`src/rtl/spi_fifo_pkg.sv`:
```
// Package: shared register offsets, sequencer phase type and rate helper
// for the buffered SPI flash host. Assumes an 8-bit register bus.
package spi_fifo_pkg;

    localparam logic [3:0] ADR_OPCODE = 4'h0;
    localparam logic [3:0] ADR_COUNT  = 4'h1;
    localparam logic [3:0] ADR_CTRL   = 4'h2;
    localparam logic [3:0] ADR_DATA   = 4'hC;
    localparam logic [3:0] ADR_STAT   = 4'hD;

    localparam int CTRL_START_BIT = 0;
    localparam int CTRL_CLEAR_BIT = 4;

    // Kind of byte currently on the wire
    typedef enum logic [1:0] {
        PH_OPC = 2'd0,
        PH_WR  = 2'd1,
        PH_RD  = 2'd2
    } phase_e;

    // Half-period of sclk in system clocks for a rate code; code 0 is slowest.
    function automatic int half_clocks(input logic [1:0] code, input int unit);
        if (code == 2'b00)
            return 4 * unit;
        return (int'(code) + 1) * unit;
    endfunction

endpackage

```
`src/rtl/spi_fifo_buf.sv`:
```
// Module: circular byte buffer with one shared pointer.
// The slot under the pointer is always visible on rd_data. A write stores
// into that slot; a step moves the pointer by one, wrapping at DEPTH.
// Assumes DEPTH is a power of two and that clear has priority over step.
module spi_fifo_buf #(
    parameter int DEPTH  = 8,
    parameter int DATA_W = 8,
    localparam int PTR_W = $clog2(DEPTH)
) (
    input  logic              clk,
    input  logic              rst_n,
    input  logic              clr,
    input  logic              we,
    input  logic [DATA_W-1:0] wdata,
    input  logic              step,
    output logic [DATA_W-1:0] rd_data,
    output logic [PTR_W-1:0]  ptr
);

    logic [DATA_W-1:0] mem_q [DEPTH];
    logic [PTR_W-1:0]  ptr_q;

    // Slot storage: zeroed on reset, written at the pointer
    always_ff @(posedge clk) begin
        if (!rst_n) begin
            for (int i = 0; i < DEPTH; i++)
                mem_q[i] <= '0;
        end else if (we) begin
            mem_q[ptr_q] <= wdata;
        end
    end

    // Pointer: clear wins, otherwise advance modulo DEPTH
    always_ff @(posedge clk) begin
        if (!rst_n)
            ptr_q <= '0;
        else if (clr)
            ptr_q <= '0;
        else if (step)
            ptr_q <= ptr_q + 1'b1;
    end

    assign rd_data = mem_q[ptr_q];
    assign ptr     = ptr_q;

endmodule

```
`src/rtl/spi_shift_eng.sv`:
```
// Module: SPI mode-0 byte shifter with built-in clock divider.
// Runs back-to-back bytes while `more` is high at each byte boundary.
// mosi changes on sclk falling edges (or at go), miso is sampled on rising
// edges, MSB first. Assumes half_len >= 2 and stable while active.
module spi_shift_eng #(
    parameter int HALF_W = 4
) (
    input  logic              clk,
    input  logic              rst_n,
    input  logic              go,
    input  logic [7:0]        first_byte,
    input  logic [HALF_W-1:0] half_len,
    input  logic              more,
    input  logic [7:0]        next_byte,
    input  logic              miso,
    output logic              active,
    output logic              sclk,
    output logic              mosi,
    output logic              byte_end,
    output logic [7:0]        rx_byte
);

    logic              active_q;
    logic              sclk_q;
    logic              mosi_q;
    logic [2:0]        bit_q;
    logic [7:0]        tx_q;
    logic [7:0]        rx_q;
    logic [HALF_W-1:0] cnt_q;
    logic [HALF_W-1:0] half_q;
    logic              tick;

    assign tick     = active_q && (cnt_q == half_q - 1'b1);
    assign byte_end = tick && sclk_q && (bit_q == 3'd7);

    // Divider, edge generation and bit shifting
    always_ff @(posedge clk) begin
        if (!rst_n) begin
            active_q <= 1'b0;
            sclk_q   <= 1'b0;
            mosi_q   <= 1'b0;
            bit_q    <= '0;
            tx_q     <= '0;
            rx_q     <= '0;
            cnt_q    <= '0;
            half_q   <= '0;
        end else if (!active_q) begin
            if (go) begin
                active_q <= 1'b1;
                half_q   <= half_len;
                tx_q     <= first_byte;
                mosi_q   <= first_byte[7];
                bit_q    <= '0;
                cnt_q    <= '0;
                sclk_q   <= 1'b0;
            end
        end else if (tick) begin
            cnt_q <= '0;
            if (!sclk_q) begin
                sclk_q <= 1'b1;
                rx_q   <= {rx_q[6:0], miso};
            end else begin
                sclk_q <= 1'b0;
                if (bit_q != 3'd7) begin
                    bit_q  <= bit_q + 1'b1;
                    tx_q   <= {tx_q[6:0], 1'b0};
                    mosi_q <= tx_q[6];
                end else if (more) begin
                    bit_q  <= '0;
                    tx_q   <= next_byte;
                    mosi_q <= next_byte[7];
                end else begin
                    active_q <= 1'b0;
                    mosi_q   <= 1'b0;
                end
            end
        end else begin
            cnt_q <= cnt_q + 1'b1;
        end
    end

    assign active  = active_q;
    assign sclk    = sclk_q;
    assign mosi    = mosi_q;
    assign rx_byte = rx_q;

endmodule

```
`src/rtl/spi_fifo_seq.sv`:
```
// Module: transfer sequencer. Tracks whether the byte on the wire is the
// opcode, a sent payload byte or a received byte, decides the next byte at
// each byte boundary, fetches sent bytes from the buffer and stores
// received bytes into it. Assumes byte_end is a one-cycle pulse.
module spi_fifo_seq
    import spi_fifo_pkg::*;
#(
    parameter int CNT_W = 4
) (
    input  logic             clk,
    input  logic             rst_n,
    input  logic             go,
    input  logic [CNT_W-1:0] wcnt,
    input  logic [CNT_W-1:0] rcnt,
    input  logic             byte_end,
    input  logic [7:0]       rx_byte,
    input  logic [7:0]       buf_rd,
    output logic             more,
    output logic [7:0]       next_byte,
    output logic             buf_step,
    output logic             buf_we,
    output logic [7:0]       buf_wdata
);

    phase_e           phase_q, nxt_phase;
    logic [CNT_W-1:0] left_q, nxt_left;

    // Next-byte decision from the current phase and remaining counts
    always_comb begin
        nxt_phase = PH_RD;
        nxt_left  = '0;
        more      = 1'b0;
        unique case (phase_q)
            PH_OPC: begin
                if (wcnt != '0) begin
                    nxt_phase = PH_WR; nxt_left = wcnt; more = 1'b1;
                end else if (rcnt != '0) begin
                    nxt_phase = PH_RD; nxt_left = rcnt; more = 1'b1;
                end
            end
            PH_WR: begin
                if (left_q > 1) begin
                    nxt_phase = PH_WR; nxt_left = left_q - 1'b1; more = 1'b1;
                end else if (rcnt != '0) begin
                    nxt_phase = PH_RD; nxt_left = rcnt; more = 1'b1;
                end
            end
            default: begin
                if (left_q > 1) begin
                    nxt_phase = PH_RD; nxt_left = left_q - 1'b1; more = 1'b1;
                end
            end
        endcase
    end

    assign next_byte = (nxt_phase == PH_WR) ? buf_rd : 8'h00;
    assign buf_we    = byte_end && (phase_q == PH_RD);
    assign buf_wdata = rx_byte;
    assign buf_step  = byte_end && ((phase_q == PH_RD) || (more && nxt_phase == PH_WR));

    // Phase and remaining-byte bookkeeping
    always_ff @(posedge clk) begin
        if (!rst_n) begin
            phase_q <= PH_OPC;
            left_q  <= '0;
        end else if (go) begin
            phase_q <= PH_OPC;
            left_q  <= '0;
        end else if (byte_end && more) begin
            phase_q <= nxt_phase;
            left_q  <= nxt_left;
        end
    end

endmodule

```
`src/rtl/spi_fifo_host.sv`:
```
// Module: top of the buffered SPI flash host. Holds the opcode, count and
// control registers, decodes the register bus, muxes buffer access between
// software and the transfer engine, and derives the sclk half-period from
// the rate code. Assumes at most one of bus_wr/bus_rd targets the data
// port per cycle is meaningful; both together step the pointer once.
module spi_fifo_host
    import spi_fifo_pkg::*;
#(
    parameter int ADDR_W   = 4,
    parameter int DEPTH    = 8,
    parameter int CNT_W    = 4,
    parameter int DIV_UNIT = 1,
    localparam int PTR_W   = $clog2(DEPTH),
    localparam int HALF_W  = $clog2(4 * DIV_UNIT + 1)
) (
    input  logic              clk,
    input  logic              rst_n,
    input  logic [ADDR_W-1:0] bus_addr,
    input  logic              bus_wr,
    input  logic              bus_rd,
    input  logic [7:0]        bus_wdata,
    output logic [7:0]        bus_rdata,
    input  logic [1:0]        rate_sel,
    output logic              sclk,
    output logic              mosi,
    input  logic              miso,
    output logic              cs_n
);

    logic [7:0]         op_q;
    logic [2*CNT_W-1:0] cnt_q;
    logic [5:0]         spare_q;
    logic               xfer_busy;
    logic               wr_ok, data_hit, go, buf_clr;
    logic [PTR_W-1:0]   buf_ptr;
    logic [7:0]         buf_rd;
    logic               bus_we, bus_step;
    logic               seq_we, seq_step, more, byte_end;
    logic [7:0]         seq_wdata, next_byte, rx_byte;
    logic [HALF_W-1:0]  half_len;

    assign wr_ok    = bus_wr && !xfer_busy;
    assign data_hit = (bus_addr == ADDR_W'(ADR_DATA)) && !xfer_busy;
    assign go       = wr_ok && (bus_addr == ADDR_W'(ADR_CTRL)) && bus_wdata[CTRL_START_BIT];
    assign buf_clr  = wr_ok && (bus_addr == ADDR_W'(ADR_CTRL)) && bus_wdata[CTRL_CLEAR_BIT];
    assign bus_we   = bus_wr && data_hit;
    assign bus_step = (bus_wr || bus_rd) && data_hit;
    assign half_len = HALF_W'(half_clocks(rate_sel, DIV_UNIT));

    // Software-visible registers, frozen while a transfer runs
    always_ff @(posedge clk) begin
        if (!rst_n) begin
            op_q    <= '0;
            cnt_q   <= '0;
            spare_q <= '0;
        end else if (wr_ok) begin
            if (bus_addr == ADDR_W'(ADR_OPCODE)) op_q  <= bus_wdata;
            if (bus_addr == ADDR_W'(ADR_COUNT))  cnt_q <= bus_wdata[2*CNT_W-1:0];
            if (bus_addr == ADDR_W'(ADR_CTRL))
                spare_q <= {bus_wdata[7:5], bus_wdata[3:1]};
        end
    end

    // Read data mux
    always_comb begin
        bus_rdata = 8'h00;
        case (bus_addr)
            ADDR_W'(ADR_OPCODE): bus_rdata = op_q;
            ADDR_W'(ADR_COUNT):  bus_rdata = 8'(cnt_q);
            ADDR_W'(ADR_CTRL):   bus_rdata = {spare_q[5:3], 1'b0, spare_q[2:0], xfer_busy};
            ADDR_W'(ADR_DATA):   bus_rdata = buf_rd;
            ADDR_W'(ADR_STAT):   bus_rdata = {2'b00, rate_sel, 1'b0, 3'(buf_ptr)};
            default:             bus_rdata = 8'h00;
        endcase
    end

    spi_fifo_buf #(.DEPTH(DEPTH), .DATA_W(8)) u_buf (
        .clk     (clk),
        .rst_n   (rst_n),
        .clr     (buf_clr),
        .we      (bus_we || seq_we),
        .wdata   (xfer_busy ? seq_wdata : bus_wdata),
        .step    (bus_step || seq_step),
        .rd_data (buf_rd),
        .ptr     (buf_ptr)
    );

    spi_fifo_seq #(.CNT_W(CNT_W)) u_seq (
        .clk       (clk),
        .rst_n     (rst_n),
        .go        (go),
        .wcnt      (cnt_q[CNT_W-1:0]),
        .rcnt      (cnt_q[2*CNT_W-1:CNT_W]),
        .byte_end  (byte_end),
        .rx_byte   (rx_byte),
        .buf_rd    (buf_rd),
        .more      (more),
        .next_byte (next_byte),
        .buf_step  (seq_step),
        .buf_we    (seq_we),
        .buf_wdata (seq_wdata)
    );

    spi_shift_eng #(.HALF_W(HALF_W)) u_eng (
        .clk        (clk),
        .rst_n      (rst_n),
        .go         (go),
        .first_byte (op_q),
        .half_len   (half_len),
        .more       (more),
        .next_byte  (next_byte),
        .miso       (miso),
        .active     (xfer_busy),
        .sclk       (sclk),
        .mosi       (mosi),
        .byte_end   (byte_end),
        .rx_byte    (rx_byte)
    );

    assign cs_n = !xfer_busy;

endmodule

```
`config.mk`:
```
export PLATFORM = sky130hd
export DESIGN_NAME = spi_fifo_host
export DESIGN_NICKNAME = d
export VERILOG_FILES = /design/src/rtl/spi_fifo_pkg.sv /design/src/rtl/spi_fifo_buf.sv /design/src/rtl/spi_shift_eng.sv /design/src/rtl/spi_fifo_seq.sv /design/src/rtl/spi_fifo_host.sv
export SDC_FILE = /design/constraint.sdc
export NUM_CORES = 1
export LEC_CHECK = 0
export ABC_CLOCK_PERIOD_IN_PS = 3200
export BUFFER_PORTS_ARGS = -buffer_cell sky130_fd_sc_hd__buf_2
export CAP_MARGIN = 15
export CORE_MARGIN = 3
export CORE_UTILIZATION = 30
export DETAILED_ROUTE_END_ITERATION = 10
export PLACE_DENSITY = 0.55
export SLEW_MARGIN = 0
export SYNTH_ARGS = -nofsm -noshare
export SYNTH_HDL_FRONTEND = slang
export SYNTH_SLANG_ARGS = --single-unit
```
`constraint.sdc`:
```
create_clock -name clk -period 3.2 [get_ports clk]
set_input_delay 0.16 -clock clk [delete_from_list [all_inputs] [get_ports clk]]
set_output_delay 0.16 -clock clk [all_outputs]
set_load 0.01 [all_outputs]
```
==> impl_metrics.yaml, run 1 <==
floorplanning:
  design.core.area_um2: 19700
  die_h_um: 148
  die-area_um2: 22000
  rows: 51
  die_w_um: 148
  start_util: 0.309
  ios: 30
flow_run:
  maxCapViolations: 0
routing:
  antenna_left: 0
  drtIter0Drc: 440
  wl_per_cell_um: 18.5
  drc: 0
  vias: 4766
  drtPass1Iterations: 5
  vias_per_cell: 5.27
  wirelength_mm: 16.8
global_routing:
  grt_max_degree: 27
  antenna_found_initial: 0
  grt_pass1_vias: 4728
  grt_usage: 0.157
  overflow: 0
  grt_pass1_wl_mm: 26.7
power_and_ir_drop:
  p_leak_nw: 2.61
  internal_power_mw: 2.89
  swShare: 0.229
  ir_worst_vdd_mv: 0.310
  switching_power_mw: 0.861
  power_frac_comb: 0.051
  power_density_nw_per_um2: 528
  pwr-share-clk: 0.487
  power_frac_seq: 0.462
setup_path:
  crit_path_top_delay_cell: "a32o_1"
  max_stage_delay_ns: 0.50
  r2r_end: "u_buf.mem_q[0][4]$_SDFFCE_PN0P_"
  rrSetupSlack_ns: 0.37
  start_kind: "register"
  cp_top_family: "compound AO/OA/AOI/OAI gates"
  path_class: "register to register"
  startpoint: "u_eng.half_q[0]$_SDFFE_PN0P_"
  required_ns: 3.32
  crit_arrival_ns: 2.95
  rr_worst_depth: 8
  r2r-start: "u_eng.half_q[0]$_SDFFE_PN0P_"
  critical_path_buf_inv_count: 2
  crit_path_end_kind: "register"
  crit_fanout: 10
  crit_path_cell_trace: "inv_1, ha_1, xnor2_1, nor4_4, a32o_1, nand2b_1, o31ai_1, buf_4"
clock_network:
  postCtsSetupBuffers: 0
  clock_sinks: 125
  htree_levels: 4
  clk_pin_slew_ns: 0.06
  cts_buffers: 17
  cts_resized: 0
  root_buffer: "clkbuf_16"
  cts_tree: "built"
  cts_buffer_depth: 2
  cts_hold_buffers: 1
  worstSkewPairLatency_ns: 0.42
synthesis:
  yosys_most_used_dff: "edfxtp_1"
  yosys.area_share.simple: 0.172
  netlist_area_um2: 6070
  synth-seq-cells: 125
  synth_compound_area_frac: 0.134
  synthCells: 592
  ys_async_sr_fraction: 0
  synth.distinct_cells: 56
  synth_top_family_by_area: "simple AND/OR/NAND/NOR gates"
  yosysSeqAreaShare: 0.518
  synthMuxAreaShare: 0.123
  synth_edf_count: 64
  synthTopCellsByCount: "nor2_1, edfxtp_1, dfxtp_1, nand2_1, mux2i_1"
  syn-num-nets: 619
  synth_top_area_frac: 0.317
  yosys.area.top_type: "edfxtp_1"
  synthAdderAreaFrac: 0.0165
  syn_avg_cell_area_um2: 10.3
  synth_area_leaders: "edfxtp_1, dfxtp_1, mux2i_1"
  synth.most_common_cell: "nor2_1"
  synth-xor-area-share: 0.00680
  yosys_warnings: 0
cells_and_area:
  final-seq-area_um2: 3140
  diodes: 0
  multi_input_area_um2: 2740
  drive_gt1_frac: 0.158
  fillers: 1955
  finalNetCount: 653
  syn_to_final_growth_pct: 17.2
sta:
  fin_crit_sh: 0.884
  fin_skew_ns: 0.00815
  fin_ws_ns: 0.373
  setup_tns_ns: 0
  grt_setup_unrepaired: "no"
  hold_violations: 0
  maxSlewViolCount: 0
  setup_violations: 0
  worstMarginPinSlew_ns: 0.760
  fmax_mhz: 354
  post-route-min-period_ns: 2.83
  slew_headroom: 0.494
min_path:
  worstHoldPathCells: 3
  min_from: "bus_wdata[1]"
  min_path_type: "primary input to register"
  hold_path_end: "spare_q[0]$_SDFFE_PN0P_"
placed_design:
  place_congestion: 0.873
  io_buffer_count: 29
  dpl.hpwl_mm: 12.3
  post-place-ws_ns: 0.391
status:
  outcome: "finished clean"
placed cells by master (no fill, tap or decap), types with 6 or more instances in the layout:
cell and n:
nor2_1 114, nand2_1 47, a211oi_1 11, buf_2 29
nand3_1 24, dfxtp_1 61, clkbuf_16 19, a221oi_1 10
o21a_1 7, nand2b_1 6, buf_4 17, a22oi_1 12
nor2b_1 6, ha_1 8, mux4_2 10, edfxtp_1 64
and3_1 8, o21ai_0 11, a21oi_1 37, mux2i_1 43
inv_1 11, mux2_2 8, nor3_1 7
through the flow:
| step | util | power, mW | cell area [um^2] | hold slack, ns | instances |
|---|---|---|---|---|---|
| after global routing | 0.362 | 3.88 | 7120 | 0.0554 | 904 |
| final | 0.362 | 3.75 | 7120 | 0.0486 | 904 |
| after CTS | 0.362 | 3.78 | 7120 | 0.0345 | 904 |
| after global placement | 0.332 | 1.96 | 6530 | 0.398 | 871 |
| after floorplan | - | 1.87 | 6070 | 0.304 | 592 |
| after detailed placement | 0.332 | 1.96 | 6530 | 0.402 | 871 |
metal layers:
layer | track usage | wire length (um)
met4 | 0.0517 | 316
met2 | 0.267 | 8280
met3 | 0.0320 | 717
met1 | 0.200 | 7450
met5 | 0 | 0
worst min-delay path, cell delays in order:
cell and delay, ns:
buf_2 0.13, nand3_1 0.07, a21oi_1 0.05
layout make-up:
| class | instances | share of cell area |
|---|---|---|
| flip-flops and latches | 125 | 0.442 |
| inverters | 11 | 0.00580 |
| clock inverters | 10 | 0.0107 |
| repair buffers | 47 | 0.0397 |
| well taps | 265 | 0.0466 |
| clock buffers | 22 | 0.0698 |
| multi-input cells | 424 | 0.386 |
power groups by stage:
stage	Clock, mW	Sequential, mW	Combinational, mW
after global routing	1.93	1.74	0.209
after detailed placement	0	1.77	0.191
final	1.83	1.74	0.192
after CTS	1.85	1.73	0.192
after global placement	0	1.77	0.188
after floorplan	0	1.76	0.117
registers in the layout, summed over array words and instances (netlist names), 4 cells and up, named ones only:
register and count:
u_buf.mem_q 64, u_eng.tx_q 7, u_eng.rx_byte 8, u_seq.left_q 4, cnt_q 8, spare_q 6, op_q 8
worst max-delay path by stage:
stage	endpoint	slack, ns	cells past startpoint
after global routing	u_buf.mem_q[0][4]$_SDFFCE_PN0P_	0.12	8
after floorplan	u_buf.mem_q[0][0]$_SDFFCE_PN0P_	0.39	8
after CTS	u_buf.mem_q[0][4]$_SDFFCE_PN0P_	0.38	8
final	u_buf.mem_q[0][4]$_SDFFCE_PN0P_	0.37	8
after global placement	u_buf.mem_q[0][5]$_SDFFCE_PN0P_	0.42	8
after detailed placement	u_buf.mem_q[0][4]$_SDFFCE_PN0P_	0.39	8
cell families after synthesis:
logic type,Yosys count
AOI/OAI and AO/OA,120
xor gates and xnor gates,3
and+or+nand+nor,232
muxes,61
adders and majority gates,8
DFF,125
buffers and inverters,43
Power figures use the tool's default switching activity.
==> run 2, diff against run 1 <==
RECOVER_POWER = 100   (was not set)
==> run 2 against run 1 <==
Flip-flop and latch count did not move. Clock-buffer cell count unchanged. Routed wire length up 0.36%. Critical path depth did not move. Register-to-register slack worse by 0.05 ns. Worst hold slack improved by 0.0017 ns.
==> impl_metrics.yaml, run 2 (synthesis gave the netlist of run 1 again) <==
placed_design:
  io_buffer_count: 29
  post-place-ws_ns: 0.391
  place_congestion: 0.873
  place_inst: 871
  dpl.hpwl_mm: 12.3
routing:
  vias_per_cell: 5.30
  wirelength_mm: 16.8
  drc: 0
  drtPass1Iterations: 8
  vias: 4790
  antenna_left: 0
  wl_per_cell_um: 18.6
  drtIter0Drc: 434
status:
  outcome: "finished clean"
clock_network:
  cts_buffer_depth: 2
  worstSkewPairLatency_ns: 0.42
  postCtsSetupBuffers: 0
  cts_buffers: 17
  root_buffer: "clkbuf_16"
  cts_tree: "built"
  cts_resized: 0
  clk_pin_slew_ns: 0.06
  clock_sinks: 125
  htree_levels: 4
sta:
  worstMarginPinSlew_ns: 1.01
  setup_tns_ns: 0
  maxSlewViolCount: 0
  fmax_mhz: 348
  fin_skew_ns: 0.00682
  grt_setup_unrepaired: "no"
  fin_crit_sh: 0.898
  fin_ws_ns: 0.327
  slew_headroom: 0.329
  setup_violations: 0
  post-route-min-period_ns: 2.87
  hold_violations: 0
setup_path:
  startpoint: "u_eng.half_q[0]$_SDFFE_PN0P_"
  crit_path_end_kind: "register"
  rr_worst_depth: 8
  max_stage_delay_ns: 0.50
  required_ns: 3.31
  path_class: "register to register"
  crit_path_top_delay_cell: "a32o_1"
  crit_fanout: 10
  rrSetupSlack_ns: 0.33
  crit_path_cell_trace: "inv_1, ha_1, xnor2_1, nor4_4, a32o_1, nand2b_1, o31ai_1, clkbuf_2"
  crit_arrival_ns: 2.98
  start_kind: "register"
  r2r_end: "u_buf.mem_q[0][4]$_SDFFCE_PN0P_"
  r2r-start: "u_eng.half_q[0]$_SDFFE_PN0P_"
cells_and_area:
  largest_register_ffs: 64
  final_cells: 904
  drive_gt1_frac: 0.135
  syn_to_final_growth_pct: 16.3
  final_core_utilization: 0.359
  final_common_cell: "nor2_1"
  top_register: "u_buf.mem_q"
  finalNetCount: 653
  diodes: 0
  final_cell_mix: "nor2_1, edfxtp_1, dfxtp_1"
min_path:
  worstHoldPathCells: 3
  min_path_type: "primary input to register"
  hold_path_end: "spare_q[0]$_SDFFE_PN0P_"
  min_from: "bus_wdata[1]"
floorplanning:
  start_util: 0.309
  die_w_um: 148
  rows: 51
  die-area_um2: 22000
  die_h_um: 148
  ios: 30
  design.core.area_um2: 19700
power_and_ir_drop:
  power_frac_comb: 0.050
  internal_power_mw: 2.89
  ir_worst_vdd_mv: 0.311
  power_frac_seq: 0.463
  switching_power_mw: 0.863
  swShare: 0.230
  p_leak_nw: 2.55
  power_density_nw_per_um2: 531
  pwr-share-clk: 0.488
  total_power_mw: 3.75
flow_run:
  maxCapViolations: 0
global_routing:
  grt_max_degree: 27
  grt_usage: 0.157
  grt_pass1_wl_mm: 26.7
  grt_pass1_vias: 4728
  overflow: 0
  antenna_found_initial: 0
[run 2: cell type report]
| cell class | count | area [um^2] |
|---|---|---|
| Multi-Input combinational cell | 424 | 2740 |
| Clock buffer | 22 | 497 |
| Sequential cell | 125 | 3140 |
| Timing Repair Buffer | 47 | 233 |
| Fill cell | 1974 | 12600 |
| Tap cell | 265 | 332 |
| Inverter | 11 | 41.3 |
| Clock inverter | 10 | 76.3 |
[run 2: stage by stage]
stage | cell area, um^2 | hold slack, ns
after floorplan | 6070 | 0.304
final | 7060 | 0.0503
after CTS | 7120 | 0.0345
after global routing | 7060 | 0.0554
after global placement | 6530 | 0.398
after detailed placement | 6530 | 0.402
[run 2: layer usage]
layer / track usage / vias up / wire (um)
met1: 0.200 / 2365 / 7390
met3: 0.0320 / 30 / 847
met4: 0.0517 / 0 / 325
met5: 0 / - / 0
li1: - / 2248 / -
met2: 0.267 / 147 / 8270
[run 2: repair_timing]
| action | in CTS | in global routing |
|---|---|---|
| setup endpoints to repair | 0 | 0 |
| endpoints found under the hold margin | 1 | 0 |
| hold buffers | 1 | 0 |
[run 2: worst max path at each step]
stage | cells past startpoint | slack (ns) | endpoint
after floorplan | 8 | 0.39 | u_buf.mem_q[0][0]$_SDFFCE_PN0P_
after global placement | 8 | 0.42 | u_buf.mem_q[0][5]$_SDFFCE_PN0P_
after detailed placement | 8 | 0.39 | u_buf.mem_q[0][4]$_SDFFCE_PN0P_
after CTS | 8 | 0.38 | u_buf.mem_q[0][4]$_SDFFCE_PN0P_
after global routing | 8 | 0.07 | u_buf.mem_q[0][4]$_SDFFCE_PN0P_
final | 8 | 0.33 | u_buf.mem_q[0][4]$_SDFFCE_PN0P_
[run 2: power by group through the flow]
stage               Clock [mW]  Sequential [mW]  Combinational, mW
global placement             0             1.77              0.188
finish                    1.83             1.74              0.186
detailed placement           0             1.77              0.191
global route              1.93             1.74              0.203
floorplan                    0             1.76              0.117
CTS                       1.85             1.73              0.192
[run 2: critical path: cells and delay by family (launching register included)]
kind            cells  cell delay, ns
compound gates      2            0.73
xor+xnor            1            0.21
buf+inv             2            0.31
flops               1            0.36
simple gates        2            0.66
fa+ha+maj           1            0.29
